--- src/rtl/pp_pkg.sv ---
package pp_pkg;

    // Sequencer states, listed in the order one transfer walks through them
    typedef enum logic [2:0] {
        ST_IDLE      = 3'd0,
        ST_WAIT_ACK  = 3'd1,
        ST_SETUP     = 3'd2,
        ST_WAIT_BUSY = 3'd3,
        ST_STROBE    = 3'd4,
        ST_HOLD      = 3'd5
    } pp_state_e;

    // Printer reply lines, as seen on the pins and after the synchronizer
    typedef struct packed {
        logic ack_n;
        logic busy;
    } pp_line_t;

    localparam int LINE_W = $bits(pp_line_t);

    // Reset value of the synchronizer: acknowledge released, busy clear
    localparam logic [LINE_W-1:0] LINE_IDLE = 2'b10;

    // States in which the block waits on the printer and the timeout applies
    function automatic logic waits_on_printer(input pp_state_e s);
        return (s == ST_WAIT_ACK) || (s == ST_WAIT_BUSY) || (s == ST_STROBE);
    endfunction

    // States in which the strobe line is pulled low
    function automatic logic strobe_asserted(input pp_state_e s);
        return s == ST_STROBE;
    endfunction

endpackage

--- src/rtl/pp_sync.sv ---
module pp_sync #(
    parameter int          WIDTH   = 2,
    parameter int          STAGES  = 2,
    parameter logic [WIDTH-1:0] RST_VAL = '0
) (
    input  logic             clk,
    input  logic             rst,
    input  logic [WIDTH-1:0] d,
    output logic [WIDTH-1:0] q
);

    // One flop chain per line
    for (genvar b = 0; b < WIDTH; b++) begin : g_line
        logic [STAGES-1:0] chain;

        always_ff @(posedge clk) begin
            if (rst) begin
                chain <= {STAGES{RST_VAL[b]}};
            end else begin
                chain <= {chain[STAGES-2:0], d[b]};
            end
        end

        assign q[b] = chain[STAGES-1];
    end

endmodule

--- src/rtl/pp_timer.sv ---
module pp_timer #(
    parameter int CNT_W = 16
) (
    input  logic             clk,
    input  logic             rst,
    input  logic             clr,
    input  logic [CNT_W-1:0] limit,
    output logic             done
);

    localparam int EXT_W = CNT_W + 1;

    logic [CNT_W-1:0] count_q;
    logic [EXT_W-1:0] count_next;

    // Counts cycles spent in the current state and saturates at all ones
    always_ff @(posedge clk) begin
        if (rst || clr) begin
            count_q <= '0;
        end else if (count_q != {CNT_W{1'b1}}) begin
            count_q <= count_q + 1'b1;
        end
    end

    // The current cycle is the last one once count+1 reaches the limit,
    // so a limit of zero behaves like a limit of one
    assign count_next = EXT_W'(count_q) + EXT_W'(1);
    assign done       = count_next >= EXT_W'(limit);

endmodule

--- src/rtl/pp_ctrl.sv ---
module pp_ctrl
    import pp_pkg::*;
#(
    parameter int CNT_W = 16
) (
    input  logic             clk,
    input  logic             rst,
    input  logic             in_valid,
    input  logic             ack_n_s,
    input  logic             busy_s,
    input  logic             tmr_done,
    input  logic [CNT_W-1:0] setup_cycles,
    input  logic [CNT_W-1:0] hold_cycles,
    input  logic [CNT_W-1:0] timeout_cycles,
    output logic             in_ready,
    output logic             accept,
    output logic             load_bus,
    output logic             abort,
    output logic             tmr_clr,
    output logic [CNT_W-1:0] tmr_limit,
    output logic             strobe_n
);

    pp_state_e state_q, state_d;
    logic      strobe_n_q;

    always_comb begin
        state_d  = state_q;
        accept   = 1'b0;
        load_bus = 1'b0;
        abort    = 1'b0;
        unique case (state_q)
            ST_IDLE: begin
                if (in_valid) begin
                    accept  = 1'b1;
                    state_d = ST_WAIT_ACK;
                end
            end
            ST_WAIT_ACK: begin
                if (ack_n_s) begin
                    load_bus = 1'b1;
                    state_d  = ST_SETUP;
                end else if (tmr_done) begin
                    abort = 1'b1;
                end
            end
            ST_SETUP: begin
                if (tmr_done) begin
                    state_d = ST_WAIT_BUSY;
                end
            end
            ST_WAIT_BUSY: begin
                if (!busy_s) begin
                    state_d = ST_STROBE;
                end else if (tmr_done) begin
                    abort = 1'b1;
                end
            end
            ST_STROBE: begin
                if (!ack_n_s) begin
                    state_d = ST_HOLD;
                end else if (tmr_done) begin
                    abort = 1'b1;
                end
            end
            ST_HOLD: begin
                if (tmr_done) begin
                    state_d = ST_IDLE;
                end
            end
            default: state_d = ST_IDLE;
        endcase
        if (abort) begin
            state_d = ST_IDLE;
        end
    end

    // The counter restarts on every state change
    assign tmr_clr = (state_d != state_q);

    always_comb begin
        if (waits_on_printer(state_q)) begin
            tmr_limit = timeout_cycles;
        end else if (state_q == ST_SETUP) begin
            tmr_limit = setup_cycles;
        end else begin
            tmr_limit = hold_cycles;
        end
    end

    always_ff @(posedge clk) begin
        if (rst) begin
            state_q    <= ST_IDLE;
            strobe_n_q <= 1'b1;
        end else begin
            state_q    <= state_d;
            strobe_n_q <= !strobe_asserted(state_d);
        end
    end

    assign in_ready = (state_q == ST_IDLE);
    assign strobe_n = strobe_n_q;

endmodule

--- src/rtl/pp_tx.sv ---
module pp_tx
    import pp_pkg::*;
#(
    parameter int DATA_W      = 8,
    parameter int CNT_W       = 16,
    parameter int SYNC_STAGES = 2
) (
    input  logic              clk,
    input  logic              rst,
    input  logic [DATA_W-1:0] in_data,
    input  logic              in_valid,
    output logic              in_ready,
    output logic [DATA_W-1:0] pr_data,
    output logic              pr_strobe_n,
    input  logic              pr_ack_n,
    input  logic              pr_busy,
    input  logic [CNT_W-1:0]  setup_cycles,
    input  logic [CNT_W-1:0]  hold_cycles,
    input  logic [CNT_W-1:0]  timeout_cycles,
    input  logic              err_clear,
    output logic              err_flag
);

    pp_line_t          line_raw, line_sync;
    logic              ack_n_sync, busy_sync;
    logic              accept, load_bus, abort;
    logic              tmr_clr, tmr_done;
    logic [CNT_W-1:0]  tmr_limit;
    logic [DATA_W-1:0] char_q, bus_q;
    logic              err_q;

    assign line_raw = '{ack_n: pr_ack_n, busy: pr_busy};

    pp_sync #(
        .WIDTH  (LINE_W),
        .STAGES (SYNC_STAGES),
        .RST_VAL(LINE_IDLE)
    ) u_sync (
        .clk(clk),
        .rst(rst),
        .d  (line_raw),
        .q  (line_sync)
    );

    assign ack_n_sync = line_sync.ack_n;
    assign busy_sync  = line_sync.busy;

    pp_timer #(
        .CNT_W(CNT_W)
    ) u_timer (
        .clk  (clk),
        .rst  (rst),
        .clr  (tmr_clr),
        .limit(tmr_limit),
        .done (tmr_done)
    );

    pp_ctrl #(
        .CNT_W(CNT_W)
    ) u_ctrl (
        .clk           (clk),
        .rst           (rst),
        .in_valid      (in_valid),
        .ack_n_s       (ack_n_sync),
        .busy_s        (busy_sync),
        .tmr_done      (tmr_done),
        .setup_cycles  (setup_cycles),
        .hold_cycles   (hold_cycles),
        .timeout_cycles(timeout_cycles),
        .in_ready      (in_ready),
        .accept        (accept),
        .load_bus      (load_bus),
        .abort         (abort),
        .tmr_clr       (tmr_clr),
        .tmr_limit     (tmr_limit),
        .strobe_n      (pr_strobe_n)
    );

    // Character buffer, output bus and sticky error flag
    always_ff @(posedge clk) begin
        if (rst) begin
            char_q <= '0;
            bus_q  <= '0;
            err_q  <= 1'b0;
        end else begin
            if (accept) begin
                char_q <= in_data;
            end
            if (load_bus) begin
                bus_q <= char_q;
            end
            if (abort) begin
                err_q <= 1'b1;
            end else if (err_clear) begin
                err_q <= 1'b0;
            end
        end
    end

    assign pr_data  = bus_q;
    assign err_flag = err_q;

endmodule

--- config.mk ---
export PLATFORM = sky130hd
export DESIGN_NAME = pp_tx
export DESIGN_NICKNAME = d
export VERILOG_FILES = /design/src/rtl/pp_pkg.sv /design/src/rtl/pp_sync.sv /design/src/rtl/pp_timer.sv /design/src/rtl/pp_ctrl.sv /design/src/rtl/pp_tx.sv
export SDC_FILE = /design/constraint.sdc
export NUM_CORES = 1
export LEC_CHECK = 0
export BUFFER_PORTS_ARGS = -buffer_cell sky130_fd_sc_hd__buf_2
export CAP_MARGIN = 10
export CORE_UTILIZATION = 30
export CTS_CLUSTER_DIAMETER = 150
export DETAILED_ROUTE_END_ITERATION = 12
export PLACE_DENSITY = 0.53
export RECOVER_POWER = 25
export SLEW_MARGIN = 10
export SYNTH_ARGS = -nofsm -noshare
export SYNTH_HDL_FRONTEND = slang
export SYNTH_SLANG_ARGS = --single-unit
--- constraint.sdc ---
create_clock -name clk -period 4.1 [get_ports clk]
set_input_delay 0.41 -clock clk [delete_from_list [all_inputs] [get_ports clk]]
set_output_delay 0.41 -clock clk [all_outputs]
set_load 0.05 [all_outputs]
# --- Yosys cells after proc, flatten, opt, wreduce, memory -nomap -nowiden ---
# Index checks and enable logic that the tools add are counted.
word_totals:
  input_bits: 62
  ff_bits: 41
  wordCells: 46
  output_inout_bits: 11
op_classes:
  magnitude_cmp: 1
  muxes: 21
  add_sub_neg: 2
  reduce_logical: 6
  n_eq_ne: 8
ops:
  columns: ["cell", "count"]
  rows:
  - ["16-bit 2-to-1 mux", 2]
  - ["3-bit 2-to-1 mux", 7]
  - ["3-bit one-hot mux with 6 select lines", 1]
  - ["16-bit by 1-bit adder with 17-bit output (second input constant)", 1]
  - ["17-bit by 16-bit greater-or-equal comparator with 1-bit output", 1]
  - ["16-bit by 1-bit adder with 16-bit output (second input constant)", 1]
  - ["16-bit inequality test (second input constant)", 1]
  - ["1-bit 2-to-1 mux", 10]
  - ["3-bit equality test (second input constant)", 3]
  - ["3-bit by 2-bit equality test with 1-bit output (second input constant)", 2]
  - ["3-bit by 1-bit equality test with 1-bit output (second input constant)", 1]
  - ["3-bit logical NOT", 1]
  - ["1-bit logical OR", 3]
  - ["3-bit inequality test", 1]
  - ["1-bit one-hot mux with 3 select lines", 1]
  - ["2-bit nonzero test", 1]
  - ["1-bit logical NOT", 1]

# --- Longest topological paths before layout ---
logic_depth:
  depth_word: 11
  ltp_mapped: 15
  depth_no_buf: 13

# --- Cells and area by module ---
# From an unflattened synthesis, not the netlist that was laid out.
hier_totals:
  hier_cells: 373
  area_unflattened_um2: 3089.2
by_module_without_submodules:
  columns: ["module", "seq_area_each_um2", "cells_per_inst", "area_per_inst_um2", "instances"]
  rows:
  - ["pp_timer", 320.3, 156, 1258.7, 1]
  - ["pp_ctrl", 80.1, 151, 1096.1, 1]
  - ["pp_tx", 340.3, 56, 614.3, 1]
  - ["pp_sync", 80.1, 10, 120.1, 1]

# --- Worst setup path before layout ---
# Ideal clock, no wire load.
synth_timing:
  kind: "register to register"
  from: "register u_ctrl.state_q[2]"
  to: "register u_ctrl.strobe_n_q, in the netlist u_ctrl.strobe_n"
  setup_time_ns: 0.135
  path_stages_with_launch: 14
  required_ns: 3.965
  t_arrival_ns: 3.173
  n_path_buf: 4
  synth_period_minus_slack_ns: 3.309
  setup_slack_ns: 0.791
  path_cell_list: "dfxtp_1 -> clkbuf_1 -> clkbuf_1 -> clkbuf_1 -> clkbuf_1 -> a221oi_1 -> ha_1 -> nand2_1 -> o21ai_1 -> a221oi_2 -> o41ai_2 -> or3_4 -> a221oi_2 -> o311ai_1"
synth_via:
  elab_chain_len: 11
  elab_cells_between_ends: 26
  cone_classes: "1 x order compare; 6 x eq/ne; 15 x mux; 4 x reduce/logical"
synth_rtl:
  columns: ["element", "line", "source"]
  rows:
  - ["from (decl)", "pp_ctrl.sv:24", "pp_state_e state_q, state_d;"]
  - ["from (signal assigned)", "pp_ctrl.sv:96", "state_q <= state_d;"]
  - ["3-bit by 1-bit equality test with 1-bit output or 3-bit by 2-bit equality test with 1-bit output (tied branches)", "pp_pkg.sv:26, pp_ctrl.sv:32", null]
  - ["1-bit logical OR (2 in series)", "pp_pkg.sv:26", "return (s == ST_WAIT_ACK) || (s == ST_WAIT_BUSY) || (s == ST_STROBE);"]
  - ["16-bit 2-to-1 mux", "pp_ctrl.sv:82", "if (waits_on_printer(state_q)) begin"]
  - ["17-bit by 16-bit greater-or-equal comparator with 1-bit output", "pp_timer.sv:28", "assign done = count_next >= EXT_W'(limit);"]
  - ["1-bit 2-to-1 mux", "pp_ctrl.sv:43, pp_ctrl.sv:55, pp_ctrl.sv:62", null]
  - ["1-bit 2-to-1 mux, on equally long branches", "pp_ctrl.sv:60, pp_ctrl.sv:40, pp_ctrl.sv:53", null]
  - ["1-bit one-hot mux with 3 select lines", "pp_ctrl.sv:32", "unique case (state_q)"]
  - ["3-bit 2-to-1 mux *", "pp_ctrl.sv:73", "if (abort) begin"]
  - ["3-bit equality test *", "pp_pkg.sv:31", "return s == ST_STROBE;"]
  - ["1-bit logical NOT *", "pp_ctrl.sv:97", "strobe_n_q <= !strobe_asserted(state_d);"]
  - ["to (signal assigned)", "pp_ctrl.sv:97", null]
  - ["to (decl)", "pp_ctrl.sv:25", "logic strobe_n_q;"]
# Mark *: on every way between the ends. The rest lies on a longest branch, timed or not.
# A chain may end at the register's enable or synchronous reset.

# --- Final worst setup path ---
layout_timing:
  from: "register u_timer.count_q[0]"
  to: "register u_timer.count_q[14]"
layout_via:
  elab_chain_len: 8
  elab_cells_between_ends: 15
  cone_classes: "2 x add/sub; 1 x order compare; 2 x eq/ne; 9 x mux; 1 x reduce/logical"
layout_rtl:
  columns: ["element", "line", "source"]
  rows:
  - ["from (decl)", "pp_timer.sv:13", "logic [CNT_W-1:0] count_q;"]
  - ["from (signal assigned)", "pp_timer.sv:21", "count_q <= count_q + 1'b1;"]
  - ["16-bit by 1-bit adder with 17-bit output *", "pp_timer.sv:27", "assign count_next = EXT_W'(count_q) + EXT_W'(1);"]
  - ["via u_timer.count_next[10]", "pp_timer.sv:14", "logic [EXT_W-1:0] count_next;"]
  - ["17-bit by 16-bit greater-or-equal comparator with 1-bit output *", "pp_timer.sv:28", null]
  - ["1-bit 2-to-1 mux", "pp_ctrl.sv:43, pp_ctrl.sv:55, pp_ctrl.sv:62", null]
  - ["1-bit 2-to-1 mux, on equally long branches", "pp_ctrl.sv:60, pp_ctrl.sv:40, pp_ctrl.sv:53", null]
  - ["1-bit one-hot mux with 3 select lines", "pp_ctrl.sv:32", null]
  - ["3-bit 2-to-1 mux *", "pp_ctrl.sv:73", null]
  - ["3-bit inequality test *", "pp_ctrl.sv:79", "assign tmr_clr = (state_d != state_q);"]
  - ["1-bit logical OR *", "pp_timer.sv:18", "if (rst || clr) begin"]
# The timed path passes the listed nets; every way through them passes the cells marked *.

==> flow_summary.json <==
{
  "gp_congestion": 0.869,
  "synthArstFlopShare_pct": 0,
  "synth.most_common_cell": "nor2_1",
  "placedInstanceArea_um2": 3370,
  "final_antenna_net_count": 0,
  "firstDrtPassIters": 4,
  "synth_top_area_share_pct": 28.6,
  "period_share_pct": 85.3,
  "drc_errors": 0,
  "die_area_um2": 9970,
  "outcome": "finished, final reports clean",
  "drive_above_1_share_pct": 22.5,
  "cts.sink_count": 41,
  "crit_type": "register to register",
  "postCtsResizedCells": 0,
  "ir_drop_uv": 131,
  "clock_latency_ps": 290,
  "drt_iter0_markers": 151,
  "die_x_um": 99.9,
  "core_area_um2": 9240,
  "fin_worst_skew_ps": 5.21,
  "finalPower_mw": 1.03,
  "fill_cells": 987,
  "clockRootBuffer": "clkbuf_8",
  "yosysSeqAreaShare_pct": 28.6,
  "min_from": "pr_ack_n",
  "vias": 2847,
  "synth_edf_count": 0,
  "cts_tree": "done",
  "finalHoldViolations": 0,
  "viasPerCell": 5.20,
  "fin_setup_tns_ps": 0,
  "maxSlewViolCount": 0,
  "worstPathArrival_ps": 3710,
  "synth_area_um2": 2870,
  "start_util_pct": 31.1,
  "synthToLayoutAreaGrowth_pct": 20.9,
  "avgSynthCellArea_um2": 8.14,
  "slew_headroom_pct": 28.5,
  "ys_ff_latch": 41,
  "antenna_cells": 0,
  "routedWlPerCell_um": 13.4,
  "top_layer_used": "met4",
  "die_h_um": 99.9,
  "clkSlewWorstSetupHoldPaths_ps": 80,
  "hpwl_mm": 5.44,
  "power.leakage_nw": 1.52,
  "grtUsageTotal_pct": 15.5,
  "postCtsSetupBuffers": 0,
  "maxCapViolCount": 0,
  "wl_met2_mm": 3.54,
  "io_pins": 73,
  "grt_setup_unrepaired": "no",
  "grt.overflow.total": 0,
  "fin_nets": 496,
  "fmax_mhz": 286,
  "htreeDepth": 2,
  "yosys.area.top_type": "dfxtp_1",
  "cp-startpoint": "u_timer.count_q[0]$_SDFFE_PP0P_",
  "wl_mm": 7.32,
  "synthDistinctLibCells": 48,
  "timing.critical_path.required_ps": 4310,
  "synth_cells": 353,
  "synthTopCellsByArea": "dfxtp_1 29%, a22o_1 9.5%, nor2_1 8.2%, ha_1 7.4%, a221oi_1 4.6%",
  "r2r_start": "u_timer.count_q[0]$_SDFFE_PP0P_",
  "synth-main-ff-cell": "dfxtp_1",
  "clockBufferDepth": 2,
  "grt_start_max_net_pins": 43,
  "fin_crit_ps": 3500,
  "worst_pin_slew_ps": 1070,
  "regArea_um2": 822,
  "setup_violations": 0,
  "syn_nets": 432,
  "grt_pass1_wl_mm": 12.7,
  "rows": 35,
  "wl_met3_um": 303,
  "multiInputGateArea_um2": 1940,
  "p_per_area_nw_per_um2": 297,
  "cp_max_fo": 16,
  "final_area_um2": 3470,
  "synth_warnings": 0,
  "cts_buffers": 5,
  "end_kind": "register",
  "numPortBuffers": 72,
  "drt-met1-wl_mm": 3.39,
  "synthTopCellsByCount": "63 x nor2_1, 41 x dfxtp_1, 31 x a22o_1, 29 x nand2_1, 18 x a21oi_1",
  "holdBufCountCts": 0,
  "grt_pass1_vias": 2733,
  "start_kind": "register",
  "hold_class": "primary input to register",
  "antenna_found_initial": 0
}
cells in the final DEF (no fill, tap or decap), types with 2 or more instances in the layout:
cell type  Yosys  routed
nor2_1        63      62
buf_2          1      62
dfxtp_1       41      40
a22o_1        31      31
nand2_1       29      29
a21oi_1       18      18
a22oi_1       17      17
ha_1          17      17
a221oi_1      15      15
clkbuf_1      17      11
xnor2_1       10      10
mux2i_1       10      10
buf_4          0       9
xor2_1         5       5
nand3_1        5       5
inv_1          5       5
nand4_1        5       5
and3_1         5       5
clkbuf_8       0       5
nor2b_1        4       4
o21ai_0        4       4
nor3_1         4       4
nand2b_1       4       4
or2_2          3       3
nor3b_1        3       3
a31oi_1        3       3
a21o_1         2       2
a221oi_2       2       2
o41ai_2        2       2
o22a_1         2       2
a21boi_0       2       2
o32ai_1        2       2
flip-flops by register name, indices dropped and copies added, names as in the netlist:
register,count
pr_data,8
u_ctrl.strobe_n,1
err_flag,1
u_ctrl.state_q,3
u_timer.count_q,16
u_sync.g_line.chain,4
char_q,8
worst max-delay path, cell delays in order (launching register included):
cell and delay [ps]:
dfxtp_1 420, ha_1 210, and3_4 230, and3_1 200, nand3_1 100, xnor2_1 240, ha_1 290, a21oi_1 150
o21ai_1 100, a221oi_2 320, o41ai_2 180, o41ai_2 360, o211ai_2 340, nor3_1 260
metrics by stage:
step / cells / setup WS [ps] / util [%] / hold WS [ps]
after floorplan: 353 / 791 / - / 389
after global placement: 539 / 685 / 36.5 / 391
after detailed placement: 539 / 592 / 36.5 / 407
after CTS: 547 / 578 / 37.7 / 290
after global routing: 547 / 180 / 37.6 / 287
final: 547 / 603 / 37.6 / 297
metal layers:
metal  GRT usage [%]  vias to the layer above
li1                -                     1450
met1            20.1                     1330
met2            26.2                       58
met3            2.99                        9
met4            3.96                        0
met5               0                        -
cells by family after synthesis:
family                     Yosys count  share of synthesized area (%)
and+or+nand+nor                    133                           22.0
AOI/OAI and AO/OA                  108                           29.8
DFF                                 41                           28.6
buffers and inverters               29                           4.09
adders and majority gates           17                           7.40
xor gates and xnor gates            15                           4.57
muxes                               10                           3.48
power by group:
part	switching, mW	internal, mW
combinational	0.162	0.120
sequential	0.00972	0.412
clock	0.145	0.183
total	0.317	0.715
final timing paths:
check        slack [ps]                              endpoint  depth (start not counted)
max                 600      u_timer.count_q[14]$_SDFFE_PP0P_                         13
min                 300  u_sync.g_line[1].chain[0]$_SDFF_PP1_                          2
max reg2reg         600      u_timer.count_q[14]$_SDFFE_PP0P_                         13
min reg2reg         420  u_sync.g_line[1].chain[1]$_SDFF_PP1_                          1
final cells by class:
class / instances / share of cell area [%]
repair buffers: 81 / 12.0
inverters: 5 / 0.541
multi-input cells: 283 / 56.0
clock buffers: 6 / 2.09
clock inverters: 2 / 1.12
well taps: 129 / 4.65
flip-flops and latches: 41 / 23.7
Note: power is estimated with default switching activity, not from simulation.
